`src/rtl/mpu_guard_pkg.sv`:
```
package mpu_guard_pkg;

  // Field positions inside the control word; software depends on these.
  localparam int ENABLE_BIT  = 0;
  localparam int FAULTEN_BIT = 1;
  localparam int BGMAP_BIT   = 2;
  localparam int CTRL_BITS   = 3;

  // Strobes handed from the register side to the decision datapath.
  typedef struct packed {
    logic bgMap;
    logic faultEn;
    logic enable;
  } ctrl_strobes_t;

endpackage

```
`src/rtl/mpu_ctrl_regs.sv`:
```
module mpu_ctrl_regs
  import mpu_guard_pkg::*;
#(
  parameter int ADDR_W = 12,
  parameter int DATA_W = 32,
  parameter logic [ADDR_W-1:0] CTRL_OFFSET = 12'hD94
) (
  input  logic              clk,
  input  logic              rstN,
  input  logic [ADDR_W-1:0] regAddr,
  input  logic [DATA_W-1:0] regWdata,
  input  logic              regWe,
  input  logic              regRe,
  input  logic              regPriv,
  output logic [DATA_W-1:0] regRdata,
  output logic              busErr,
  output ctrl_strobes_t     ctrlOut,
  output logic              cfgConflict
);

  logic              addrHit;
  logic              privWrite;
  logic              userWrite;
  logic [DATA_W-1:0] readWord;
  ctrl_strobes_t     ctrlQ;

  assign addrHit   = (regAddr == CTRL_OFFSET);
  assign privWrite = regWe && addrHit && regPriv;
  assign userWrite = regWe && addrHit && !regPriv;

  always_comb begin
    readWord              = '0;
    readWord[ENABLE_BIT]  = ctrlQ.enable;
    readWord[FAULTEN_BIT] = ctrlQ.faultEn;
    readWord[BGMAP_BIT]   = ctrlQ.bgMap;
  end

  always_ff @(posedge clk or negedge rstN) begin
    if (!rstN) begin
      ctrlQ    <= '0;
      regRdata <= '0;
      busErr   <= 1'b0;
    end else begin
      busErr <= userWrite;
      if (privWrite) begin
        ctrlQ.enable  <= regWdata[ENABLE_BIT];
        ctrlQ.faultEn <= regWdata[FAULTEN_BIT];
        ctrlQ.bgMap   <= regWdata[BGMAP_BIT];
      end
      if (regRe) begin
        regRdata <= (addrHit && regPriv) ? readWord : '0;
      end
    end
  end

  assign ctrlOut     = ctrlQ;
  assign cfgConflict = ctrlQ.faultEn && !ctrlQ.enable;

  // reserved bits never show up on the read port
  p_rsv_zero_r1: assert property (@(posedge clk) disable iff (!rstN)
    regRdata[DATA_W-1:CTRL_BITS] == '0);

  // an unprivileged write cannot alter the register
  p_user_nowrite_r2: assert property (@(posedge clk) disable iff (!rstN)
    (regWe && !regPriv) |=> $stable(ctrlOut));

  // a bus error always traces back to an unprivileged control write
  p_buserr_cause_r2: assert property (@(posedge clk) disable iff (!rstN)
    busErr |-> $past(regWe && !regPriv && regAddr == CTRL_OFFSET));

  // an unprivileged read never returns data
  p_user_read_zero_r2: assert property (@(posedge clk) disable iff (!rstN)
    (regRe && !regPriv) |=> (regRdata == '0));

endmodule

```
`src/rtl/mpu_decide.sv`:
```
module mpu_decide
  import mpu_guard_pkg::*;
#(
  parameter int NUM_REGIONS = 8,
  parameter int PRIO_W      = 9,
  localparam int IDX_W      = (NUM_REGIONS > 1) ? $clog2(NUM_REGIONS) : 1
) (
  input  logic                     clk,
  input  logic                     rstN,
  input  ctrl_strobes_t            ctrl,
  input  logic                     accPriv,
  input  logic                     accWrite,
  input  logic                     accExec,
  input  logic signed [PRIO_W-1:0] accPrio,
  input  logic                     accScs,
  input  logic                     accVec,
  input  logic [NUM_REGIONS-1:0]   regionHit,
  input  logic [NUM_REGIONS-1:0]   regionPrivOnly,
  input  logic [NUM_REGIONS-1:0]   regionReadOnly,
  input  logic [NUM_REGIONS-1:0]   regionXn,
  output logic                     accAllow,
  output logic                     accDefault,
  output logic                     accFault,
  output logic                     accHit,
  output logic [IDX_W-1:0]         accRegion
);

  localparam logic signed [PRIO_W-1:0] PRIO_M1 = '1;
  localparam logic signed [PRIO_W-1:0] PRIO_M2 = {{(PRIO_W-1){1'b1}}, 1'b0};

  logic [NUM_REGIONS-1:0] denyVec;
  logic [IDX_W-1:0]       winner;
  logic                   anyHit;
  logic                   escalated;
  logic                   checkOn;
  logic                   scsFetch;

  // Per-region permission verdicts
  for (genvar g = 0; g < NUM_REGIONS; g++) begin : g_deny
    assign denyVec[g] = (!accPriv && regionPrivOnly[g]) ||
                        (accWrite && regionReadOnly[g]) ||
                        (accExec  && regionXn[g]);
  end

  // Highest-numbered hit wins; later iterations overwrite earlier ones
  always_comb begin
    winner = '0;
    for (int i = 0; i < NUM_REGIONS; i++) begin
      if (regionHit[i]) winner = IDX_W'(i);
    end
  end

  assign anyHit    = |regionHit;
  assign escalated = (accPrio == PRIO_M1) || (accPrio == PRIO_M2);
  assign checkOn   = ctrl.enable && (ctrl.faultEn || !escalated);
  assign scsFetch  = accScs && accExec;

  always_comb begin
    accAllow   = 1'b0;
    accDefault = 1'b0;
    if (scsFetch) begin
      accAllow = 1'b0;
    end else if (!checkOn) begin
      accAllow   = 1'b1;
      accDefault = 1'b1;
    end else if (accScs || accVec) begin
      accAllow   = 1'b1;
      accDefault = 1'b1;
    end else if (anyHit) begin
      accAllow = !denyVec[winner];
    end else if (accPriv && ctrl.bgMap) begin
      accAllow   = 1'b1;
      accDefault = 1'b1;
    end
  end

  assign accFault  = !accAllow;
  assign accHit    = anyHit;
  assign accRegion = winner;

  // a fetch from the system control space is never let through
  p_scs_fetch_r9: assert property (@(posedge clk) disable iff (!rstN)
    (accScs && accExec) |-> accFault);

  // with the unit switched off everything else is default-map
  p_off_default_r3: assert property (@(posedge clk) disable iff (!rstN)
    (!ctrl.enable && !(accScs && accExec)) |-> (accAllow && accDefault));

  // escalated handlers bypass the check unless the fault-handler bit is set
  p_bypass_r8: assert property (@(posedge clk) disable iff (!rstN)
    (ctrl.enable && !ctrl.faultEn && (accPrio == PRIO_M1 || accPrio == PRIO_M2)
     && !(accScs && accExec)) |-> (accAllow && accDefault));

  // the default-map flag only accompanies an allowed access
  p_default_allow_r11: assert property (@(posedge clk) disable iff (!rstN)
    accDefault |-> accAllow);

  // the reported region is really one that hit
  p_region_hit_r5: assert property (@(posedge clk) disable iff (!rstN)
    accHit |-> regionHit[accRegion]);

  // a region decision never selects the default map
  p_region_nodefault_r6: assert property (@(posedge clk) disable iff (!rstN)
    (checkOn && anyHit && !accScs && !accVec) |-> !accDefault);

endmodule

```
`src/rtl/mpu_guard.sv`:
```
module mpu_guard
  import mpu_guard_pkg::*;
#(
  parameter int ADDR_W      = 12,
  parameter int DATA_W      = 32,
  parameter int NUM_REGIONS = 8,
  parameter int PRIO_W      = 9,
  parameter logic [ADDR_W-1:0] CTRL_OFFSET = 12'hD94,
  localparam int IDX_W      = (NUM_REGIONS > 1) ? $clog2(NUM_REGIONS) : 1
) (
  input  logic                     clk,
  input  logic                     rstN,
  input  logic [ADDR_W-1:0]        regAddr,
  input  logic [DATA_W-1:0]        regWdata,
  input  logic                     regWe,
  input  logic                     regRe,
  input  logic                     regPriv,
  output logic [DATA_W-1:0]        regRdata,
  output logic                     busErr,
  output logic                     cfgConflict,
  input  logic                     accPriv,
  input  logic                     accWrite,
  input  logic                     accExec,
  input  logic signed [PRIO_W-1:0] accPrio,
  input  logic                     accScs,
  input  logic                     accVec,
  input  logic [NUM_REGIONS-1:0]   regionHit,
  input  logic [NUM_REGIONS-1:0]   regionPrivOnly,
  input  logic [NUM_REGIONS-1:0]   regionReadOnly,
  input  logic [NUM_REGIONS-1:0]   regionXn,
  output logic                     accAllow,
  output logic                     accDefault,
  output logic                     accFault,
  output logic                     accHit,
  output logic [IDX_W-1:0]         accRegion
);

  ctrl_strobes_t ctrlBus;

  mpu_ctrl_regs #(
    .ADDR_W     (ADDR_W),
    .DATA_W     (DATA_W),
    .CTRL_OFFSET(CTRL_OFFSET)
  ) u_regs (
    .clk        (clk),
    .rstN       (rstN),
    .regAddr    (regAddr),
    .regWdata   (regWdata),
    .regWe      (regWe),
    .regRe      (regRe),
    .regPriv    (regPriv),
    .regRdata   (regRdata),
    .busErr     (busErr),
    .ctrlOut    (ctrlBus),
    .cfgConflict(cfgConflict)
  );

  mpu_decide #(
    .NUM_REGIONS(NUM_REGIONS),
    .PRIO_W     (PRIO_W)
  ) u_decide (
    .clk           (clk),
    .rstN          (rstN),
    .ctrl          (ctrlBus),
    .accPriv       (accPriv),
    .accWrite      (accWrite),
    .accExec       (accExec),
    .accPrio       (accPrio),
    .accScs        (accScs),
    .accVec        (accVec),
    .regionHit     (regionHit),
    .regionPrivOnly(regionPrivOnly),
    .regionReadOnly(regionReadOnly),
    .regionXn      (regionXn),
    .accAllow      (accAllow),
    .accDefault    (accDefault),
    .accFault      (accFault),
    .accHit        (accHit),
    .accRegion     (accRegion)
  );

endmodule

```
`config.mk`:
```
export PLATFORM = sky130hd
export DESIGN_NAME = mpu_guard
export DESIGN_NICKNAME = d
export VERILOG_FILES = /design/src/rtl/mpu_guard_pkg.sv /design/src/rtl/mpu_ctrl_regs.sv /design/src/rtl/mpu_decide.sv /design/src/rtl/mpu_guard.sv
export SDC_FILE = /design/constraint.sdc
export NUM_CORES = 1
export LEC_CHECK = 0
export CAP_MARGIN = 30
export CORE_MARGIN = 4
export CORE_UTILIZATION = 41
export DETAILED_ROUTE_END_ITERATION = 10
export DONT_BUFFER_PORTS = 1
export HOLD_SLACK_MARGIN = 0.02
export MAX_ROUTING_LAYER = met4
export PLACE_DENSITY = 0.53
export SLEW_MARGIN = 0
export SYNTH_ARGS = -nofsm -noshare
export SYNTH_HDL_FRONTEND = slang
export SYNTH_SLANG_ARGS = --single-unit
```
`constraint.sdc`:
```
create_clock -name clk -period 3.41 [get_ports clk]
set_input_delay 0.8525 -clock clk [delete_from_list [all_inputs] [get_ports clk]]
set_output_delay 0.8525 -clock clk [all_outputs]
set_load 0.005 [all_outputs]
```
==> results of run 1 <==
kinds of logic (layout without fill, tap and decap cells):
family	after synthesis	in the layout	share of synthesized area, %
other cells	1	29	0.432
mux	4	4	5.05
compound gates	25	25	23.2
simple gates	31	31	22.5
flops	7	7	20.2
buf+inv	37	11	28.6
placed cells by master (no fill, tap or decap):
cell / count
a41oi_1: 1
or4b_2: 1
a31oi_1: 2
nor2b_1: 4
nor4_1: 1
buf_4: 1
dfrtp_1: 7
clkbuf_4: 3
nor4b_4: 1
mux2_2: 3
and3b_1: 1
or4bb_1: 1
a311oi_1: 1
o21bai_1: 1
mux2i_1: 1
nand4_1: 1
a22oi_1: 5
nand4b_1: 1
nand3_1: 1
a41o_1: 1
o21ai_0: 1
o311ai_0: 1
conb_1: 29
nor2_1: 6
nor3_1: 1
a32oi_2: 1
o31ai_1: 2
o22ai_1: 3
clkbuf_1: 1
a222oi_1: 3
nand2_1: 9
a211oi_1: 2
or3b_2: 2
inv_1: 6
a21boi_0: 1
or4_4: 1
cell usage after synthesis (2+ instances only):
master / number / area (µm²)
a222oi_1: 3 / 30.0
buf_4: 29 / 218
dfrtp_1: 7 / 175
nor2b_1: 4 / 25.0
a31oi_1: 2 / 12.5
nor2_1: 6 / 22.5
o31ai_1: 2 / 15.0
o22ai_1: 3 / 18.8
nand2_1: 9 / 33.8
mux2_2: 3 / 33.8
or3b_2: 2 / 17.5
inv_1: 6 / 22.5
a22oi_1: 5 / 37.5
clkbuf_1: 2 / 7.51
a211oi_1: 2 / 15.0
sequential cells by signal, summed over array words and instances (netlist names):
signal / flops
u_regs.ctrlOut: 3
u_regs.busErr: 1
u_regs.regRdata: 3
report_power, final:
| part | switching [µW] | internal [µW] | leakage [µW] |
|---|---|---|---|
| Sequential | 0.0841 | 83.3 | 0.0000978 |
| Combinational | 21.1 | 15.3 | 0.000240 |
| Clock | 27.1 | 44.4 | 0.0000150 |
| Total | 48.2 | 143 | 0.000353 |
how the worst min path moves through the flow:
| stage | start | end | slack [ps] | cells after the start |
|---|---|---|---|---|
| 2_1_floorplan | u_regs.ctrlOut[2]$_DFFE_PN0P_ | u_regs.ctrlOut[2]$_DFFE_PN0P_ | 500 | 1 |
| 3_3_place_gp | u_regs.ctrlOut[2]$_DFFE_PN0P_ | u_regs.ctrlOut[2]$_DFFE_PN0P_ | 540 | 1 |
| 3_5_place_dp | u_regs.regRdata[1]$_DFFE_PN0P_ | u_regs.regRdata[1]$_DFFE_PN0P_ | 550 | 2 |
| 4_1_cts | rstN | u_regs.regRdata[1]$_DFFE_PN0P_ | 300 | 0 |
| 5_1_grt | rstN | u_regs.regRdata[1]$_DFFE_PN0P_ | 280 | 0 |
| 6_report | rstN | u_regs.busErr$_DFF_PN0_ | 300 | 0 |
routing by layer:
layer | track usage, % | routed length [µm]
met5 | - | 0
met4 | 1.24 | 0
met3 | 5.54 | 363
met2 | 22.6 | 1040
met1 | 14.1 | 733
through the flow:
step	hold WS, ps	cell area [µm²]	util, %
after floorplan	502	972	-
after global placement	536	788	39.8
after detailed placement	551	788	39.8
after CTS	297	815	41.1
after global routing	280	815	41.1
final	304	815	41.1
worst max-delay path: cells and delay by family:
| family | cells | cell delay, ps |
|---|---|---|
| and+or+nand+nor | 2 | 850 |
| AOI/OAI and AO/OA | 3 | 620 |
cell type report:
cell class	instances	area, µm²
well taps	27	33.8
inverters	6	22.5
multi-input cells	89	549
flip-flops and latches	7	175
fillers	216	1170
repair buffers	1	7.51
clock buffers	4	26.3
==> metrics.md, run 1 <==
| Metric | Value |
|---|---|
| Min-delay worst type | `in2async` |
| Setup tns final | `0 ps` |
| Crit-path slowest cell | `or4_4` |
| Total track usage | `12.9%` |
| Pwr Total | `191 µW` |
| Pwr/cell area | `235 nW/µm²` |
| Fin. max-slew vios | `0` |
| First-pass GRT wire length | `2730 µm` |
| Die X | `54.0 µm` |
| RSZ-0062 raised after global routing | `no` |
| Clock tree buffer depth | `2` |
| Share of layout cells above drive strength 1 | `12.1%` |
| Ys flop type | `dfrtp_1` |
| FMAX | `0.314 GHz` |
| Reg2Reg Setup Slack | `2610 ps` |
| Clk_lat worst skew | `240 ps` |
| Cells after synthesis | `105` |
| Crit-path max cell delay | `570 ps` |
| Final hold viol count | `0` |
| CTS sink cnt | `7` |
| Finished Layout Cells | `134` |
| Detail Route Antenna Nets | `0` |
| Number of global-route vias before repair | `662` |
| Peak fanout along the critical path | `6` |
| Setup ws final | `230 ps` |
| Wire per inst | `16.0 µm` |
| Starting DRT DRC Count | `16` |
| Maximum vdd ir drop | `0.000259 V` |
| Number of synthesized flops with an enable pin | `0` |
| WP data arrival | `2330 ps` |
| WS Path Type | `in2out` |
| PostCTS Resize Cnt | `0` |
| Antenna violations before repair | `0` |
| RR Endpoint | `u_regs.ctrlOut[0]$_DFFE_PN0P_` |
| Outcome | `completed` |
| Residual DRC count | `0` |
| Die area | `2910 µm²` |
| FP Rows | `16` |
| Syn Area/Cell | `8.26 µm²` |
| Layout area overhead | `-6.06%` |
| Pre-CTS setup slack | `220 ps` |
| Part of the cycle the worst path needs | `93.2%` |
| Routability cong. | `0.737` |
| CTS clk-pin slew, worst paths | `50 ps` |
| Setup Skew | `1.62 ps` |
| Distinct cells, synth | `35` |
| Crit path capture | `accAllow` |
| Post-layout min period | `3180 ps` |
| TritonCTS clock tree | `yes` |
| HPWL Detailed | `1920 µm` |
| Initial Util | `43.8%` |
| Layout Nets | `203` |
| Clk root buf | `clkbuf_4` |
| Max H-tree Level | `1` |
| N_diodes | `0` |
| Core area | `1980 µm²` |
| IO Pins | `136` |
| IO buf count | `0` |
| Routed Wire Length | `2140 µm` |
| Drt first pass iters | `4` |
| Via density | `5.33` |
| Crit path launch type | `input pin` |
| Critical Path RT | `2560 ps` |
| Overflow after GRT | `0` |
| Lkg Pwr | `0.000353 µW` |
| Number of setup violations in the final report | `0` |
| Ys Warns | `0` |
| Pin count of the biggest net entering global routing | `10` |
| Synthesized area | `867 µm²` |
| Worst flop-to-flop path startpoint | `u_regs.ctrlOut[0]$_DFFE_PN0P_` |
| Max Cap Viol | `0` |
| Clock buffer count from CTS | `3` |
| Sequential share of the synthesized area | `20.2%` |
| Async SR Flop Fraction | `100%` |
| Flops & latches, synth | `7` |
| Routed vias | `714` |
| Die height | `54.0 µm` |
| Inst Count DP | `130` |
| Hold_buf cts | `0` |
| Post CTS Setup Buffer Count | `0` |
| Worst reg-to-reg path cell count | `1` |
| Worst Setup End Kind | `output pin` |
| CP Cell Sequence | `or4_4 -> nor4b_4 -> a31oi_1 -> a32oi_2 -> a41o_1` |
| Source of the critical timing path | `regionHit[6]` |
(Power assumes the default switching activity.)
==> run 2, diff against run 1 <==
CORE_UTILIZATION = 40   (was 41)
PLACE_DENSITY = 0.52   (was 0.53)
==> metrics.md, run 2 (synthesis results as in run 1) <==
| Metric | Value |
|---|---|
| CTS clk-pin slew, worst paths | `50 ps (about the same)` |
| Total track usage | `13.1% (+0.17 points)` |
| Pwr Total | `191 µW (about the same)` |
| Max Cap Viol | `0 (unchanged)` |
| Part of the cycle the worst path needs | `94.2% (+0.93 points)` |
| Clock tree buffer depth | `2 (unchanged)` |
| Delay-heaviest family, CP | `simple AND/OR/NAND/NOR gates` |
| Critical Path RT | `2560 ps (about the same)` |
| FP Rows | `16 (unchanged)` |
| Most common cell after layout, fill and taps aside | `conb_1` |
| Fin. max-slew vios | `0 (unchanged)` |
| Number of setup violations in the final report | `0 (unchanged)` |
| Clk root buf | `clkbuf_4` |
| WP data arrival | `2360 ps (+30 ps)` |
| Via density | `5.39 (+1.2%)` |
| Pwr/cell area | `237 nW/µm² (+0.96%)` |
| Max H-tree Level | `1 (unchanged)` |
| Outcome | `completed` |
| Hold_buf cts | `0 (unchanged)` |
| RSZ-0062 raised after global routing | `no` |
| TritonCTS clock tree | `yes` |
| Post CTS Setup Buffer Count | `0 (unchanged)` |
| Detail Route Antenna Nets | `0 (unchanged)` |
| Die height | `54.6 µm (+1.1%)` |
| CTS sink cnt | `7 (unchanged)` |
| Pin count of the biggest net entering global routing | `10 (unchanged)` |
| Min-delay worst type | `in2async` |
| Clock buffer count from CTS | `3 (unchanged)` |
| Worst-margin pin slew | `499 ps` |
| Post-layout min period | `3210 ps (+31.6 ps)` |
| IO buf count | `0 (unchanged)` |
| HPWL Detailed | `1980 µm (+2.9%)` |
| CP bufs+invs | `0 (unchanged)` |
| Slew headroom | `66.3%` |
| Layout area overhead | `-6.93%` |
| Finished Layout Cells | `133 (-0.75%)` |
| PostCTS Resize Cnt | `0 (unchanged)` |
| N_diodes | `0 (unchanged)` |
| Routed Wire Length | `2220 µm (+3.8%)` |
| Setup tns final | `0 ps (unchanged)` |
| Share of layout cells above drive strength 1 | `11.3% (-0.83 points)` |
| Die X | `54.6 µm (+1.1%)` |
| Source of the critical timing path | `regionHit[6]` |
| Hold_ws | `302 ps (-1.88 ps)` |
| Residual DRC count | `0 (unchanged)` |
| Antenna violations before repair | `0 (unchanged)` |
| Drt first pass iters | `4 (unchanged)` |
| Setup Skew | `2.21 ps (+0.589 ps)` |
| Inst Count DP | `129 (-0.77%)` |
| CP Cell Sequence | `or4_4 -> nor4b_4 -> a31oi_1 -> a32oi_2 -> a41o_1` |
| Clk_lat worst skew | `240 ps (about the same)` |
| Crit-path max cell delay | `570 ps (about the same)` |
| IO Pins | `136 (unchanged)` |
| Die area | `2980 µm² (+2.1%)` |
| Routed vias | `717 (+0.42%)` |
| Crit path launch type | `input pin` |
| Layout Nets | `202 (-0.49%)` |
| Most frequent cells in the layout | `29 x conb_1, 9 x nand2_1, 7 x dfrtp_1` |
| Core area | `2000 µm² (+1.0%)` |
| Routability cong. | `0.717 (-2.6%)` |
| Lkg Pwr | `0.000348 µW (-1.5%)` |
| WS Path Type | `in2out` |
| Peak fanout along the critical path | `6 (unchanged)` |
| First-pass GRT wire length | `2760 µm (+1.0%)` |
| Overflow after GRT | `0 (unchanged)` |
| Wire per inst | `16.7 µm (+4.6%)` |
| Number of global-route vias before repair | `683 (+3.2%)` |
| Starting DRT DRC Count | `11 (-5)` |
| Worst Setup End Kind | `output pin` |
| Crit-path slowest cell | `or4_4` |
| Maximum vdd ir drop | `0.000209 V (-19%)` |
| Worst flop-to-flop path startpoint | `u_regs.ctrlOut[0]$_DFFE_PN0P_` |
| Final hold viol count | `0 (unchanged)` |
| Initial Util | `43.3% (-0.44 points)` |
| FMAX | `0.311 GHz (-0.98%)` |
==> run 2: cell types whose count changed in the layout (fill, tap and decap cells not counted) <==
cell and change:
buf_4 -1
==> run 2: metal layers <==
metal	global-route usage, %	wire length [µm]	share of wire, %	up-vias
li1	-	-	-	333
met1	13.2	686	31	322
met2	24.3	1140	51	62
met3	3.81	390	18	0
met4	3.73	0	0	0
met5	-	0	0	-
==> run 2: metrics by stage <==
stage / instance area [µm²] / worst slack (ps) / util [%]
5_1_grt: 807 / 103 / 40.3
2_1_floorplan: 972 / 323 / -
6_report: 807 / 199 / 40.3
3_5_place_dp: 781 / 171 / 39.0
3_3_place_gp: 781 / 167 / 39.0
4_1_cts: 807 / 173 / 40.3
==> run 2: power breakdown <==
part	total [µW]	switching, µW	internal [µW]
logic	36.4	21.2	15.2
clock network	71.5	27.1	44.4
registers	83.4	0.0878	83.3
==> run 2: area by class of cell <==
class	instances	area [µm²]
multi-input cells	89	549
inverters	6	22.5
well taps	27	33.8
fillers	215	1190
flip-flops and latches	7	175
clock buffers	4	26.3
==> run 2: final timing paths <==
| kind | cells past startpoint | endpoint | slack, ps |
|---|---|---|---|
| max reg2reg | 1 | u_regs.ctrlOut[0]$_DFFE_PN0P_ | 2610 |
| min in group clk | 2 | u_regs.regRdata[2]$_DFFE_PN0P_ | 550 |
| max in group asynchronous | 0 | u_regs.ctrlOut[1]$_DFFE_PN0P_ | 3040 |
| min | 0 | u_regs.regRdata[1]$_DFFE_PN0P_ | 300 |
| max | 5 | accAllow | 200 |
| min reg2reg | 2 | u_regs.regRdata[2]$_DFFE_PN0P_ | 550 |
==> run 3, diff against run 2 <==
GPL_TIMING_DRIVEN = 0   (was not set)
==> metrics.md, run 3 (synthesis results as in run 1) <==
| Metric | Value |
|---|---|
| Outcome | `completed` |
| Worst flop-to-flop path startpoint | `u_regs.ctrlOut[0]$_DFFE_PN0P_` |
| FMAX | `0.312 GHz (about the same)` |
| Crit path launch type | `input pin` |
| Internal Power | `164 µW (+15%)` |
| RSZ-0062 raised after global routing | `no` |
| Number of setup violations in the final report | `0 (unchanged)` |
| Setup Skew | `4.63 ps (+2.42 ps)` |
| Residual DRC count | `0 (unchanged)` |
| Crit-path slowest cell | `or4_4` |
| Post-layout min period | `3210 ps (-1.49 ps)` |
| TritonCTS clock tree | `yes` |
| Reg power frac | `37.5% (-6.1 points)` |
| N_diodes | `0 (unchanged)` |
| Critical Path RT | `2560 ps (about the same)` |
| Share of layout cells above drive strength 1 | `29.9% (+19 points)` |
| CTS sink cnt | `7 (unchanged)` |
| Worst reg-to-reg path cell count | `1 (unchanged)` |
| Routed Wire Length | `2360 µm (+6.2%)` |
| Maximum vdd ir drop | `0.000176 V (-16%)` |
| RR Endpoint | `u_regs.ctrlOut[0]$_DFFE_PN0P_` |
| Clock buffer count from CTS | `3 (unchanged)` |
| Worst Setup End Kind | `output pin` |
| Part of the cycle the worst path needs | `94.1% (about the same)` |
| Reg2Reg Setup Slack | `2600 ps (about the same)` |
| WP data arrival | `2360 ps (about the same)` |
| Crit-path max cell delay | `570 ps (about the same)` |
| Clock Power Share | `33.3% (-4.1 points)` |
| Via density | `4.93 (-8.6%)` |
| Fin. max-slew vios | `0 (unchanged)` |
| WS Path Type | `in2out` |
| First-pass GRT wire length | `3080 µm (+12%)` |
| Initial Util | `43.3% (unchanged)` |
| Die X | `54.6 µm (unchanged)` |
| Routed vias | `808 (+13%)` |
| Switching Fraction | `26.0% (+0.78 points)` |
| FP Rows | `16 (unchanged)` |
| P_sw | `57.8 µW (+20%)` |
| Setup tns final | `0 ps (unchanged)` |
| Routability cong. | `0.729 (+1.6%)` |
| Max H-tree Level | `1 (unchanged)` |
| Layout Nets | `233 (+15%)` |
| Pwr/cell area | `215 nW/µm² (-9.3%)` |
| PostCTS Resize Cnt | `0 (unchanged)` |
| Die height | `54.6 µm (unchanged)` |
| IO Pins | `136 (unchanged)` |
| Clk root buf | `clkbuf_4` |
| Hold_ws | `296 ps (-5.78 ps)` |
| Wire per inst | `14.4 µm (-14%)` |
| Lkg Pwr | `0.000508 µW (+46%)` |
| Peak fanout along the critical path | `6 (unchanged)` |
| Number of global-route vias before repair | `751 (+10%)` |
| Fin util | `51.6% (+11 points)` |
| Die area | `2980 µm² (unchanged)` |
| Comb power frac | `29.2% (+10 points)` |
| Core area | `2000 µm² (unchanged)` |
| Source of the critical timing path | `regionHit[6]` |
| Most frequent cells in the layout | `29 x buf_4, 29 x conb_1, 9 x nand2_1` |
| Clk_lat worst skew | `250 ps (about the same)` |
| HPWL Detailed | `2120 µm (+7.3%)` |
| Total track usage | `14.4% (+1.3 points)` |
| IO buf count | `0 (unchanged)` |
| Max Cap Viol | `0 (unchanged)` |
| Final hold viol count | `0 (unchanged)` |
| CTS clk-pin slew, worst paths | `50 ps (about the same)` |
| Clock tree buffer depth | `2 (unchanged)` |
| Pin count of the biggest net entering global routing | `10 (unchanged)` |
| Overflow after GRT | `0 (unchanged)` |
| Layout area overhead | `19.0%` |
| Placed cell area | `1010 µm² (+29%)` |
| Starting DRT DRC Count | `7 (-4)` |
| Detail Route Antenna Nets | `0 (unchanged)` |
| Antenna violations before repair | `0 (unchanged)` |
| Final instance area | `1030 µm² (+28%)` |
| Min-delay worst type | `in2async` |
| Drt first pass iters | `4 (unchanged)` |
| Hold_buf cts | `0 (unchanged)` |
| CP Cell Sequence | `or4_4 -> nor4b_4 -> a31oi_1 -> a32oi_2 -> a41o_1` |
| Post CTS Setup Buffer Count | `0 (unchanged)` |
run 3: changes by cell type in the layout (fill, tap and decap cells not counted), sizes merged:
cell	change
buf	+29
clkbuf	+2
run 3: power by group through the flow:
stage	Clock [µW]	Combinational [µW]	Sequential (µW)
global placement	0	62.6	84.8
CTS	76.3	63.3	83.3
finish	74.0	64.8	83.4
global route	82.2	72.4	83.3
floorplan	0	57.7	84.7
detailed placement	0	63.2	84.8
run 3: final cells by class:
class	count	area, µm²
Buffer	31	225
Clock buffer	4	26.3
Fill cell	208	970
Inverter	6	22.5
Multi-Input combinational cell	89	549
Sequential cell	7	175
Tap cell	27	33.8
run 3: worst max-delay path, delay by kind of cell:
family / cells / cell delay (ps)
AOI/OAI and AO/OA: 3 / 610
and+or+nand+nor: 2 / 890
run 3: metrics by stage:
| stage | power [µW] | instances | setup slack [ps] |
|---|---|---|---|
| final | 222 | 164 | 200 |
| after global routing | 238 | 164 | 106 |
| after detailed placement | 148 | 160 | 167 |
| after CTS | 223 | 164 | 169 |
| after floorplan | 142 | 133 | 323 |
| after global placement | 147 | 160 | 176 |
run 3: worst max path at each step:
| stage | end | cells past startpoint |
|---|---|---|
| 6_report | accAllow | 5 |
| 3_5_place_dp | accAllow | 5 |
| 5_1_grt | accAllow | 5 |
| 3_3_place_gp | accAllow | 5 |
| 2_1_floorplan | accAllow | 5 |
| 4_1_cts | accAllow | 5 |
run 3: metal layers:
layer / up-vias / global-route usage [%] / wire, µm
met2: 61 / 26.7 / 1230
met4: 0 / 4.56 / 0
met5: - / - / 0
met1: 351 / 14.7 / 773
met3: 0 / 3.54 / 352
li1: 396 / - / -
